==> config.mk <==
export PLATFORM = sky130hd
export DESIGN_NAME = dma_ring_addr
export DESIGN_NICKNAME = d
export VERILOG_FILES = /design/src/rtl/dma_ring_pkg.sv /design/src/rtl/frame_word_ctr.sv /design/src/rtl/ring_ofs_ctr.sv /design/src/rtl/sof_track.sv /design/src/rtl/dma_ring_addr.sv
export SDC_FILE = /design/constraint.sdc
export NUM_CORES = 1
export LEC_CHECK = 0
export BUFFER_PORTS_ARGS = -buffer_cell sky130_fd_sc_hd__buf_2
export CORE_ASPECT_RATIO = 0.75
export CORE_MARGIN = 2
export CORE_UTILIZATION = 61
export CTS_CLUSTER_DIAMETER = 100
export DETAILED_ROUTE_END_ITERATION = 10
export PLACE_DENSITY = 0.94
export REMOVE_ABC_BUFFERS = 1
export SLEW_MARGIN = 20
export SYNTH_ARGS = -nofsm -noshare
export SYNTH_HDL_FRONTEND = slang
export SYNTH_SLANG_ARGS = --single-unit
==> constraint.sdc <==
create_clock -name clk_i -period 3.7 [get_ports clk_i]
set_input_delay 0.74 -clock clk_i [delete_from_list [all_inputs] [get_ports clk_i]]
set_output_delay 0.74 -clock clk_i [all_outputs]
set_load 0.02 [all_outputs]
==> src/rtl/dma_ring_pkg.sv <==
package dma_ring_pkg;
  typedef enum logic {
    BUF_16K = 1'b0,
    BUF_64K = 1'b1
  } buf_sel_e;

  // byte offset to the next 32-bit boundary after the word at ofs
  function automatic logic [15:0] next_dword16(input logic [15:0] ofs);
    logic [15:0] t;
    t = ofs + 16'd4;
    return {t[15:2], 2'b00};
  endfunction
endpackage

==> src/rtl/frame_word_ctr.sv <==
module frame_word_ctr #(
  parameter int unsigned LEN_W = 16
) (
  input  logic             clk_i,
  input  logic             rst_ni,
  input  logic             clr_i,
  input  logic             sof_i,
  input  logic [LEN_W-1:0] len_i,
  input  logic             word_vld_i,
  input  logic             stall_i,
  output logic             start_o,
  output logic             accept_o,
  output logic             last_o
);
  logic             busy_q;
  logic [LEN_W-1:0] left_q;
  logic [LEN_W:0]   len_rnd;

  assign len_rnd  = {1'b0, len_i} + {{LEN_W{1'b0}}, 1'b1};
  assign start_o  = sof_i & ~busy_q;
  assign accept_o = busy_q & word_vld_i & ~stall_i;
  assign last_o   = accept_o & (left_q == LEN_W'(1));

  always_ff @(posedge clk_i or negedge rst_ni) begin
    if (!rst_ni) begin
      busy_q <= 1'b0;
      left_q <= '0;
    end else if (clr_i) begin
      busy_q <= 1'b0;
      left_q <= '0;
    end else if (start_o) begin
      busy_q <= (len_i != '0);
      left_q <= len_rnd[LEN_W:1];
    end else if (accept_o) begin
      busy_q <= ~last_o;
      left_q <= left_q - LEN_W'(1);
    end
  end
endmodule

==> src/rtl/ring_ofs_ctr.sv <==
module ring_ofs_ctr #(
  parameter int unsigned OFS_W = 16
) (
  input  logic             clk_i,
  input  logic             rst_ni,
  input  logic             clr_i,
  input  logic             step_i,
  input  logic             last_i,
  input  logic [OFS_W-1:0] mask_i,
  output logic [OFS_W-1:0] ofs_o
);
  logic [OFS_W-1:0] ofs_q, ofs_inc, ofs_aln;

  assign ofs_inc = ofs_q + OFS_W'(2);
  assign ofs_aln = (ofs_q + OFS_W'(4)) & {{(OFS_W-2){1'b1}}, 2'b00};
  assign ofs_o   = ofs_q;

  always_ff @(posedge clk_i or negedge rst_ni) begin
    if (!rst_ni)     ofs_q <= '0;
    else if (clr_i)  ofs_q <= '0;
    else if (step_i) ofs_q <= (last_i ? ofs_aln : ofs_inc) & mask_i;
  end
endmodule

==> src/rtl/sof_track.sv <==
module sof_track #(
  parameter int unsigned OFS_W = 16
) (
  input  logic             clk_i,
  input  logic             rst_ni,
  input  logic             clr_i,
  input  logic             start_i,
  input  logic             last_i,
  input  logic [OFS_W-1:0] ofs_i,
  output logic [OFS_W-1:0] sof_ofs_o,
  output logic             done_o
);
  logic [OFS_W-1:0] start_q, sof_q;
  logic             done_q;

  always_ff @(posedge clk_i or negedge rst_ni) begin
    if (!rst_ni) begin
      start_q <= '0;
      sof_q   <= '0;
      done_q  <= 1'b0;
    end else if (clr_i) begin
      start_q <= '0;
      sof_q   <= '0;
      done_q  <= 1'b0;
    end else begin
      if (start_i) start_q <= ofs_i;
      if (last_i)  sof_q   <= start_q;
      done_q <= last_i;
    end
  end

  assign sof_ofs_o = sof_q;
  assign done_o    = done_q;
endmodule

==> src/rtl/dma_ring_addr.sv <==
module dma_ring_addr #(
  parameter int unsigned OFS_W   = 16,
  parameter int unsigned SMALL_W = 14,
  parameter int unsigned LEN_W   = 16
) (
  input  logic             clk_i,
  input  logic             rst_ni,
  input  logic             dma_clr_i,
  input  logic             buf_sel_i,
  input  logic             stall_i,
  input  logic             sof_i,
  input  logic [LEN_W-1:0] frame_len_i,
  input  logic             word_vld_i,
  output logic             wr_en_o,
  output logic [OFS_W-1:0] wr_addr_o,
  output logic [OFS_W-1:0] sof_ofs_o,
  output logic             frame_done_o
);
  import dma_ring_pkg::*;

  localparam logic [OFS_W-1:0] MASK_LG = '1;
  localparam logic [OFS_W-1:0] MASK_SM = MASK_LG >> (OFS_W - SMALL_W);

  logic             start, accept, last;
  logic [OFS_W-1:0] mask;

  assign mask = (buf_sel_e'(buf_sel_i) == BUF_64K) ? MASK_LG : MASK_SM;

  frame_word_ctr #(.LEN_W(LEN_W)) i_wctr (
    .clk_i      (clk_i),
    .rst_ni     (rst_ni),
    .clr_i      (dma_clr_i),
    .sof_i      (sof_i),
    .len_i      (frame_len_i),
    .word_vld_i (word_vld_i),
    .stall_i    (stall_i),
    .start_o    (start),
    .accept_o   (accept),
    .last_o     (last)
  );

  ring_ofs_ctr #(.OFS_W(OFS_W)) i_ofs (
    .clk_i  (clk_i),
    .rst_ni (rst_ni),
    .clr_i  (dma_clr_i),
    .step_i (accept),
    .last_i (last),
    .mask_i (mask),
    .ofs_o  (wr_addr_o)
  );

  sof_track #(.OFS_W(OFS_W)) i_sof (
    .clk_i     (clk_i),
    .rst_ni    (rst_ni),
    .clr_i     (dma_clr_i),
    .start_i   (start),
    .last_i    (last),
    .ofs_i     (wr_addr_o),
    .sof_ofs_o (sof_ofs_o),
    .done_o    (frame_done_o)
  );

  assign wr_en_o = accept;
endmodule

### After elaboration in Yosys (flattened, before gate mapping)

Index checks and enable logic that the tools add are counted.

| storage, ports and cells | value |
|---|---|
| register bits after elaboration | 66 |
| input port bits | 23 |
| output and inout bits | 34 |
| word-level logic and storage cells | 39 |

| operators by class | value |
|---|---|
| $add $sub $neg | 4 |
| equal/unequal tests | 1 |
| muxes and demuxes | 15 |
| bitwise operators | 8 |
| reduce and logical (&&, ||, !) cells | 5 |

Operators by type and width:

| kind | count |
|---|---|
| $mux W16 | 11 |
| $add A16 B1 Y17 const B | 1 |
| $add A16 B2 Y16 const B | 1 |
| $add A16 B3 Y16 const B | 1 |
| $and A16 B16 Y16 | 1 |
| $eq A16 B1 Y1 const B | 1 |
| $reduce_bool A16 Y1 | 1 |
| $sub A16 B1 Y16 const B | 1 |
| $reduce_bool A2 Y1 | 3 |
| $and A1 B1 Y1 | 4 |
| $mux W1 | 4 |
| $not A1 Y1 | 3 |
| $reduce_bool A3 Y1 | 1 |

### Longest topological paths before layout

Gate-level depths: netlist of run 1.

| depth | value |
|---|---|
| word-level depth | 7 |
| depth in mapped cells | 9 |
| mapped depth without buffers | 7 |

### Modules after synthesis

A second synthesis of run 1 with hierarchy kept.

| second synthesis, totals | value |
|---|---|
| cells, all modules | 379 |
| area total of the unflattened synthesis | 3693.5 um^2 |

By module, submodules not included:

| module | instances | cells an instance | area each (um^2) | seq. area each (um^2) |
|---|---|---|---|---|
| sof_track | 1 | 106 | 1353.8 | 825.8 |
| frame_word_ctr | 1 | 154 | 1321.3 | 425.4 |
| ring_ofs_ctr | 1 | 118 | 1014.7 | 400.4 |
| dma_ring_addr | 1 | 1 | 3.8 | 0.0 |

### Least setup slack after synthesis of run 1

Ideal clock, no wire load.

| path | value |
|---|---|
| path type | input to output |
| from | input port stall_i |
| to | output port wr_en_o |
| arrival | 1.566 ns |
| data required time | 2.960 ns |
| slack | 1.394 ns |
| stages on the path | 3 |
| path buffers | 1 |
| cell sequence | nand3b_1 clkinv_1 clkbuf_1 |

| between the ends | value |
|---|---|
| word-level cells in the longest chain between the ends | 2 |

Ends and longest elaborated chain:

| item | RTL line | text |
|---|---|---|
| from (decl) | dma_ring_addr.sv:10 | `input logic stall_i,` |
| $not A1 Y1 | frame_word_ctr.sv:21 | `assign accept_o = busy_q & word_vld_i & ~stall_i;` |
| $and A1 B1 Y1 | frame_word_ctr.sv:21 |  |
| to (decl) | dma_ring_addr.sv:14 | `output logic wr_en_o,` |

No other way between the ends.

### Worst setup path in the final report of run 1

| path | value |
|---|---|
| from | register i_wctr.left_q[14] |
| to | register i_ofs.ofs_q[15], in the netlist i_ofs.ofs_o[15] |

| between the ends | value |
|---|---|
| word-level cells in the longest chain between the ends | 6 |

Ends and longest elaborated chain:

| item | RTL line | text |
|---|---|---|
| from (decl) | frame_word_ctr.sv:16 | `logic [LEN_W-1:0] left_q;` |
| from (signal assigned) | frame_word_ctr.sv:33 | `left_q <= len_rnd[LEN_W:1];` |
| from (signal assigned) | frame_word_ctr.sv:36 | `left_q <= left_q - LEN_W'(1);` |
| $eq A16 B1 Y1 | frame_word_ctr.sv:22 | `assign last_o = accept_o & (left_q == LEN_W'(1));` |
| $and A1 B1 Y1 | frame_word_ctr.sv:22 |  |
| $mux W16 | ring_ofs_ctr.sv:21 | `else if (step_i) ofs_q <= (last_i ? ofs_aln : ofs_inc) & mask_i;` |
| $and A16 B16 Y16 | ring_ofs_ctr.sv:21 |  |
| $mux W16 | ring_ofs_ctr.sv:21 |  |
| $mux W16 | ring_ofs_ctr.sv:20 | `else if (clr_i) ofs_q <= '0;` |
| to (signal assigned) | ring_ofs_ctr.sv:21 |  |
| to (decl) | ring_ofs_ctr.sv:12 | `logic [OFS_W-1:0] ofs_q, ofs_inc, ofs_aln;` |

No other way between the ends. The select of a mux whose other input is x is not followed.
A chain may end at the register's enable or synchronous reset.

==> results of run 1 <==
## power breakdown
group / switching, mW / leakage [nW] / internal (mW)
Clock: 0.269 / 0.113 / 0.397
Combinational: 0.118 / 0.756 / 0.0630
Sequential: 0.0260 / 0.895 / 0.727
## how the worst max path moves through the flow
stage / endpoint / slack, ps / cells past startpoint / start
after floorplan: i_ofs.ofs_o[13] / 1220 / 5 / stall_i
after global placement: i_ofs.ofs_o[15] / 1160 / 7 / word_vld_i
after detailed placement: i_ofs.ofs_o[15] / 1090 / 5 / i_wctr.left_q[14]
after CTS: i_ofs.ofs_o[15] / 1070 / 5 / i_wctr.left_q[14]
after global routing: i_ofs.ofs_o[15] / 750 / 5 / i_wctr.left_q[14]
final: i_ofs.ofs_o[15] / 1000 / 5 / i_wctr.left_q[14]
## per-stage QoR
step / std cells / cell area, µm² / power (mW)
floorplan: 388 / 3480 / 0.857
global placement: 527 / 3900 / 0.932
detailed placement: 527 / 3900 / 0.941
CTS: 543 / 4120 / 1.60
global route: 543 / 4120 / 1.65
finish: 543 / 4120 / 1.60
## area by class of cell
class / count / area, µm²
Sequential cell: 65 / 1630
Fill cell: 385 / 1620
Tap cell: 78 / 97.6
Multi-Input combinational cell: 314 / 1820
Clock inverter: 5 / 78.8
Timing Repair Buffer: 61 / 320
Clock buffer: 11 / 141
Inverter: 9 / 33.8
## layer usage
metal | vias up | track usage, % | routed length [µm] | share of wire (%)
met3 | 19 | 6.69 | 610 | 6.9
met5 | - | 0 | 0 | 0
met4 | 0 | 11.8 | 178 | 2.0
met1 | 1580 | 40.1 | 3830 | 44
li1 | 1577 | - | - | -
met2 | 160 | 42.6 | 4170 | 47
## cells by family (layout without fill, tap and decap cells)
group / after synthesis / count (layout) / synth area share, %
simple gates: 194 / 194 / 26.9
xor+xnor: 26 / 26 / 6.36
buf+inv: 34 / 86 / 3.77
other cells: 1 / 1 / 0.105
flops: 65 / 65 / 45.4
mux: 1 / 1 / 0.384
compound gates: 86 / 86 / 15.0
fa+ha+maj: 6 / 6 / 2.10
## cell usage in the layout (no fill, tap or decap), types with 3 or more instances in the layout
master      n
o211ai_1    4
xnor2_1    14
nand4_1    10
xor2_1     12
a21oi_1    42
buf_4       6
and4_1      4
inv_1       8
nor3_1     17
or4_1       7
nand2_1    85
nand3_1    11
nor2_1     24
ha_1        6
o31ai_1     3
o31a_1      3
buf_2      55
a211oi_1   10
nor4_1     11
o21ai_0     6
or3_1       5
and3_1      3
a31oi_1     6
o2111ai_1   4
clkbuf_8   10
dfrtp_1    65
## state kept, by name, summed over array words and instances (netlist names)
name	cells
i_ofs.ofs_o	15
i_sof.done_o	1
i_sof.sof_ofs_o	16
i_sof.start_q	16
i_wctr.busy_q	1
i_wctr.left_q	16
==> summary.txt, run 1 <==
STA
  • Slew Viols, Final: 0
  • Relative max-transition margin: 42.0%
  • Setup tns final: 0 ps
  • Tmin final: 2700 ps
  • Final Skew: 5.63 ps
  • Final setup viols: 0
  • Fmax: 371 MHz
  • Worst Max-Slew Pin Slew: 869 ps
  • Fin crit share: 72.9%
  • Min Hold Slack: 433 ps
  • Final hold vios: 0
  • PnR worst setup slack: 1000 ps
  • RSZ-0062 raised after global routing: false

Place
  • Gpl congestion: 0.930
  • Pre-CTS WS: 1090 ps
  • Post-DP HPWL: 6070 µm
  • Number of I/O port buffers: 55

Job
  • MaxCap Viol Count: 0

Floorplanning
  • CORE AREA: 0.00574 mm²
  • Boundary pin count: 57
  • DIE WIDTH: 92.5 µm
  • Die area: 0.00651 mm²
  • Initial Util: 62.4%
  • Row cnt: 24
  • Height of the die: 70.4 µm

GRT
  • Initial antenna violation count: 0
  • Total gr overflow: 0
  • First-pass GRT wire length: 14500 µm
  • Number of global-route vias before repair: 3070
  • Gr usage total: 28.5%
  • Largest net degree at the start of global routing: 50

Clock network
  • Clock Path Buffers: 2
  • CTS buffer count: 9
  • CTS Hold Bufs: 0
  • Post-CTS sizing: 0
  • H-tree Lvls: 3
  • Clk slew on worst S/H paths: 70 ps
  • Clock sinks: 65
  • Worst-skew pair later-pin latency: 340 ps
  • Setup Buffers After CTS: 0
  • CTS Root Cell: clkbuf_8
  • CTS tree: yes

Logic synthesis
  • Post-synth EDFFs: 0
  • Share of the synthesized area in the top cell type: 45.4%
  • Sequential-to-total area share from yosys stat: 45.4%
  • YS warnings: 0
  • Post-synth top flop: dfrtp_1
  • Synth area leaders: dfrtp_1, nand2_1, a21oi_1
  • Synth Area per Inst: 8.67 µm²
  • Synth unique cells: 46
  • Top post-synthesis cells by count: nand2_1, dfrtp_1, a21oi_1
  • Yosys reg bits: 65
  • Asr flop ratio synth: 100%
  • Cell with the most instances after synthesis: nand2_1
  • Post-synth top area cell: dfrtp_1
  • Mapped Cells: 413
  • Cell area after synthesis: 0.00358 mm²

Setup path
  • Top Family by Delay on Critical Path: simple AND/OR/NAND/NOR gates
  • CP Buf/Inv Count: 0
  • Crit Reg-Reg Startpoint: i_wctr.left_q[14]
  • RR Endpoint: i_ofs.ofs_o[15]
  • Worst Setup End Kind: flop
  • Crit path kind: reg -> reg
  • CP max stage delay: 620 ps
  • Crit start category: flop
  • Critical path arrival: 2900 ps
  • R2R Setup Slk: 1000 ps
  • CP max-delay cell: and4_1
  • Crit-path cells: nor4_1 -> and4_1 -> nand2_1 -> a31oi_1 -> o221ai_1
  • R2R depth: 5
  • Crit-path max FO: 17
  • Worst EP required: 3910 ps

Route
  • Post-Route WL: 8790 µm
  • Vias/cell: 6.14
  • Remaining DRCs: 0
  • Antenna Nets Post-Route: 0
  • DR vias: 3336
  • DR iter-0 viols: 456
  • Wire per inst: 16.2 µm
  • Pre-Repair DR Iteration Count: 5

Final layout
  • ANT cells: 0
  • Layout cells sized above 1: 17.8%
  • Layout area overhead: 15.1%
  • Fin util: 71.8%
  • Number of nets in the layout: 489

Outcome
  • Run status: finished, final reports clean

Worst hold path
  • HP Class: in -> async

Power
  • Power Density: 388 mW/mm²
  • Leakage: 1.76 nW
  • Max IR drop VDD: 0.292 mV
(Power assumes the default switching activity.)
==> run 2: changes to the inputs <==
--- a/config.mk
+++ b/config.mk
@@ -8,10 +8,10 @@
 export BUFFER_PORTS_ARGS = -buffer_cell sky130_fd_sc_hd__buf_2
 export CORE_ASPECT_RATIO = 0.75
 export CORE_MARGIN = 2
-export CORE_UTILIZATION = 61
+export CORE_UTILIZATION = 57
 export CTS_CLUSTER_DIAMETER = 100
 export DETAILED_ROUTE_END_ITERATION = 10
-export PLACE_DENSITY = 0.94
+export PLACE_DENSITY = 0.89
 export REMOVE_ABC_BUFFERS = 1
 export SLEW_MARGIN = 20
 export SYNTH_ARGS = -nofsm -noshare
==> constraint.sdc (replaced) <==
create_clock -name clk_i -period 2.5 [get_ports clk_i]
set_input_delay 0.5 -clock clk_i [delete_from_list [all_inputs] [get_ports clk_i]]
set_output_delay 0.5 -clock clk_i [all_outputs]
set_load 0.02 [all_outputs]
==> run 2 against run 1 <==
Critical path depth up 2. Die area is 6.7% higher. Hold slack worse by 260 ps. Sequential power is 47% higher. Global-route usage grew 0.30 points. Combinational power rose by 60%. Final cell count rose by 2.0%. Register-to-register slack got worse by 840 ps. Power is 56% higher. Clock skew up 2.5 ps. Clock power rose by 65%. Largest power group unchanged.
==> summary.txt, run 2 (synthesized netlist as in run 1, its figures left out) <==
Place
  • Post-DP HPWL: 6540 µm
  • Gpl congestion: 0.925
  • Number of I/O port buffers: 55
  • Placed inst area: 0.00400 mm²
  • Pre-CTS WS: 246 ps
  • Post-placement cell count: 538

Power
  • Max IR drop VDD: 0.342 mV
  • Power Density: 589 mW/mm²
  • Power, Total: 2.50 mW
  • Leakage: 1.83 nW

STA
  • Final setup viols: 0
  • Min Hold Slack: 177 ps
  • Relative max-transition margin: 55.0%
  • Worst Max-Slew Pin Slew: 675 ps
  • Setup tns final: 0 ps
  • PnR worst setup slack: 167 ps
  • Tmin final: 2330 ps
  • RSZ-0062 raised after global routing: false
  • Final Skew: 8.10 ps
  • Fin crit share: 93.3%
  • Final hold vios: 0
  • Fmax: 429 MHz
  • Slew Viols, Final: 0

Setup path
  • Crit start category: flop
  • R2R depth: 7
  • Worst Setup End Kind: flop
  • Crit-path max FO: 10
  • Worst EP required: 2780 ps
  • Crit path kind: reg -> reg
  • Critical path arrival: 2610 ps

Final layout
  • Finished Cell Area: 0.00425 mm²
  • ANT cells: 0
  • Commonest cells after routing, fill and taps aside: nand2_1, dfrtp_1, buf_2
  • Number of nets in the layout: 500
  • Fill cells: 425
  • Most common cell after layout, fill and taps aside: nand2_1
  • Final Non-Filler Cells: 554
  • Fin util: 71.4%
  • Reg area: 0.00163 mm²
  • Layout area overhead: 18.6%
  • Area of the multi-input gates: 0.00183 mm²
  • Layout cells sized above 1: 19.7%

Outcome
  • Run status: finished, final reports clean

GRT
  • Largest net degree at the start of global routing: 40
  • Gr usage total: 28.8%
  • Initial antenna violation count: 0
  • Number of global-route vias before repair: 3178
  • First-pass GRT wire length: 15300 µm
  • Total gr overflow: 0

Floorplanning
  • Height of the die: 72.6 µm
  • DIE WIDTH: 95.5 µm
  • CORE AREA: 0.00595 mm²
  • Boundary pin count: 57
  • Initial Util: 60.2%
  • Row cnt: 24
  • Die area: 0.00694 mm²

Job
  • MaxCap Viol Count: 0

Route
  • Vias/cell: 6.18
  • Wire per inst: 17.1 µm
  • Post-Route WL: 9450 µm
  • Antenna Nets Post-Route: 0
  • DR iter-0 viols: 348
  • Pre-Repair DR Iteration Count: 5
  • Remaining DRCs: 0
  • DR vias: 3426

Clock network
  • CTS tree: yes
  • CTS Hold Bufs: 0
  • Setup Buffers After CTS: 0
  • Clock Path Buffers: 2
  • Post-CTS sizing: 0
  • Clock sinks: 65
  • H-tree Lvls: 3
  • Worst-skew pair later-pin latency: 350 ps
  • Clk slew on worst S/H paths: 70 ps
  • CTS Root Cell: clkbuf_8
  • CTS buffer count: 9

Worst hold path
  • HP Class: in -> async
[run 2: cell types whose count changed in the layout (fill, tap and decap cells not counted)]
cell,change
buf_12,+1
clkinvlp_4,+1
clkinv_4,-1
mux2i_4,+1
clkinv_2,-1
buf_4,+10
mux2i_2,-1
bufinv_16,+1
[run 2: worst paths after layout]
| kind | from | to | slack, ps |
|---|---|---|---|
| worst max-delay path | i_wctr.left_q[1] | i_ofs.ofs_o[13] | 170 |
| worst min-delay path | rst_ni | i_wctr.left_q[11] | 180 |
| worst max register to register | i_wctr.left_q[1] | i_ofs.ofs_o[13] | 170 |
| worst min register to register | i_sof.sof_ofs_o[12] | i_sof.sof_ofs_o[12] | 520 |
| max in group asynchronous | rst_ni | i_ofs.ofs_o[1] | 1680 |
| min in group clk_i | buf_sel_i | i_ofs.ofs_o[14] | 470 |
[run 2: layout make-up]
type | count | area share, %
Clock buffer | 11 | 3.33
Clock inverter | 5 | 2.42
Inverter | 9 | 0.795
Multi-Input combinational cell | 314 | 43.1
Timing Repair Buffer | 72 | 9.78
Tap cell | 78 | 2.30
Sequential cell | 65 | 38.3
[run 2: report_power, final]
group	total (mW)	internal [mW]	leakage (nW)	switching, mW
registers	1.11	1.08	0.895	0.0359
logic	0.290	0.107	0.817	0.183
clock network	1.10	0.688	0.120	0.412
total	2.50	1.87	1.83	0.632
[run 2: critical path: stages, from the launching register on]
cell and delay (ps):
dfrtp_1 400, inv_1 80, ha_1 170, nor4b_1 340, and4_1 430, mux2i_4 160
or4b_1 540, a21oi_1 150
[run 2: layer usage]
layer / vias up / GRT usage, % / routed length [µm]
li1: 1605 / - / -
met1: 1634 / 39.5 / 4010
met2: 161 / 44.4 / 4490
met3: 26 / 6.51 / 711
met4: 0 / 12.1 / 240
met5: - / 0 / 0
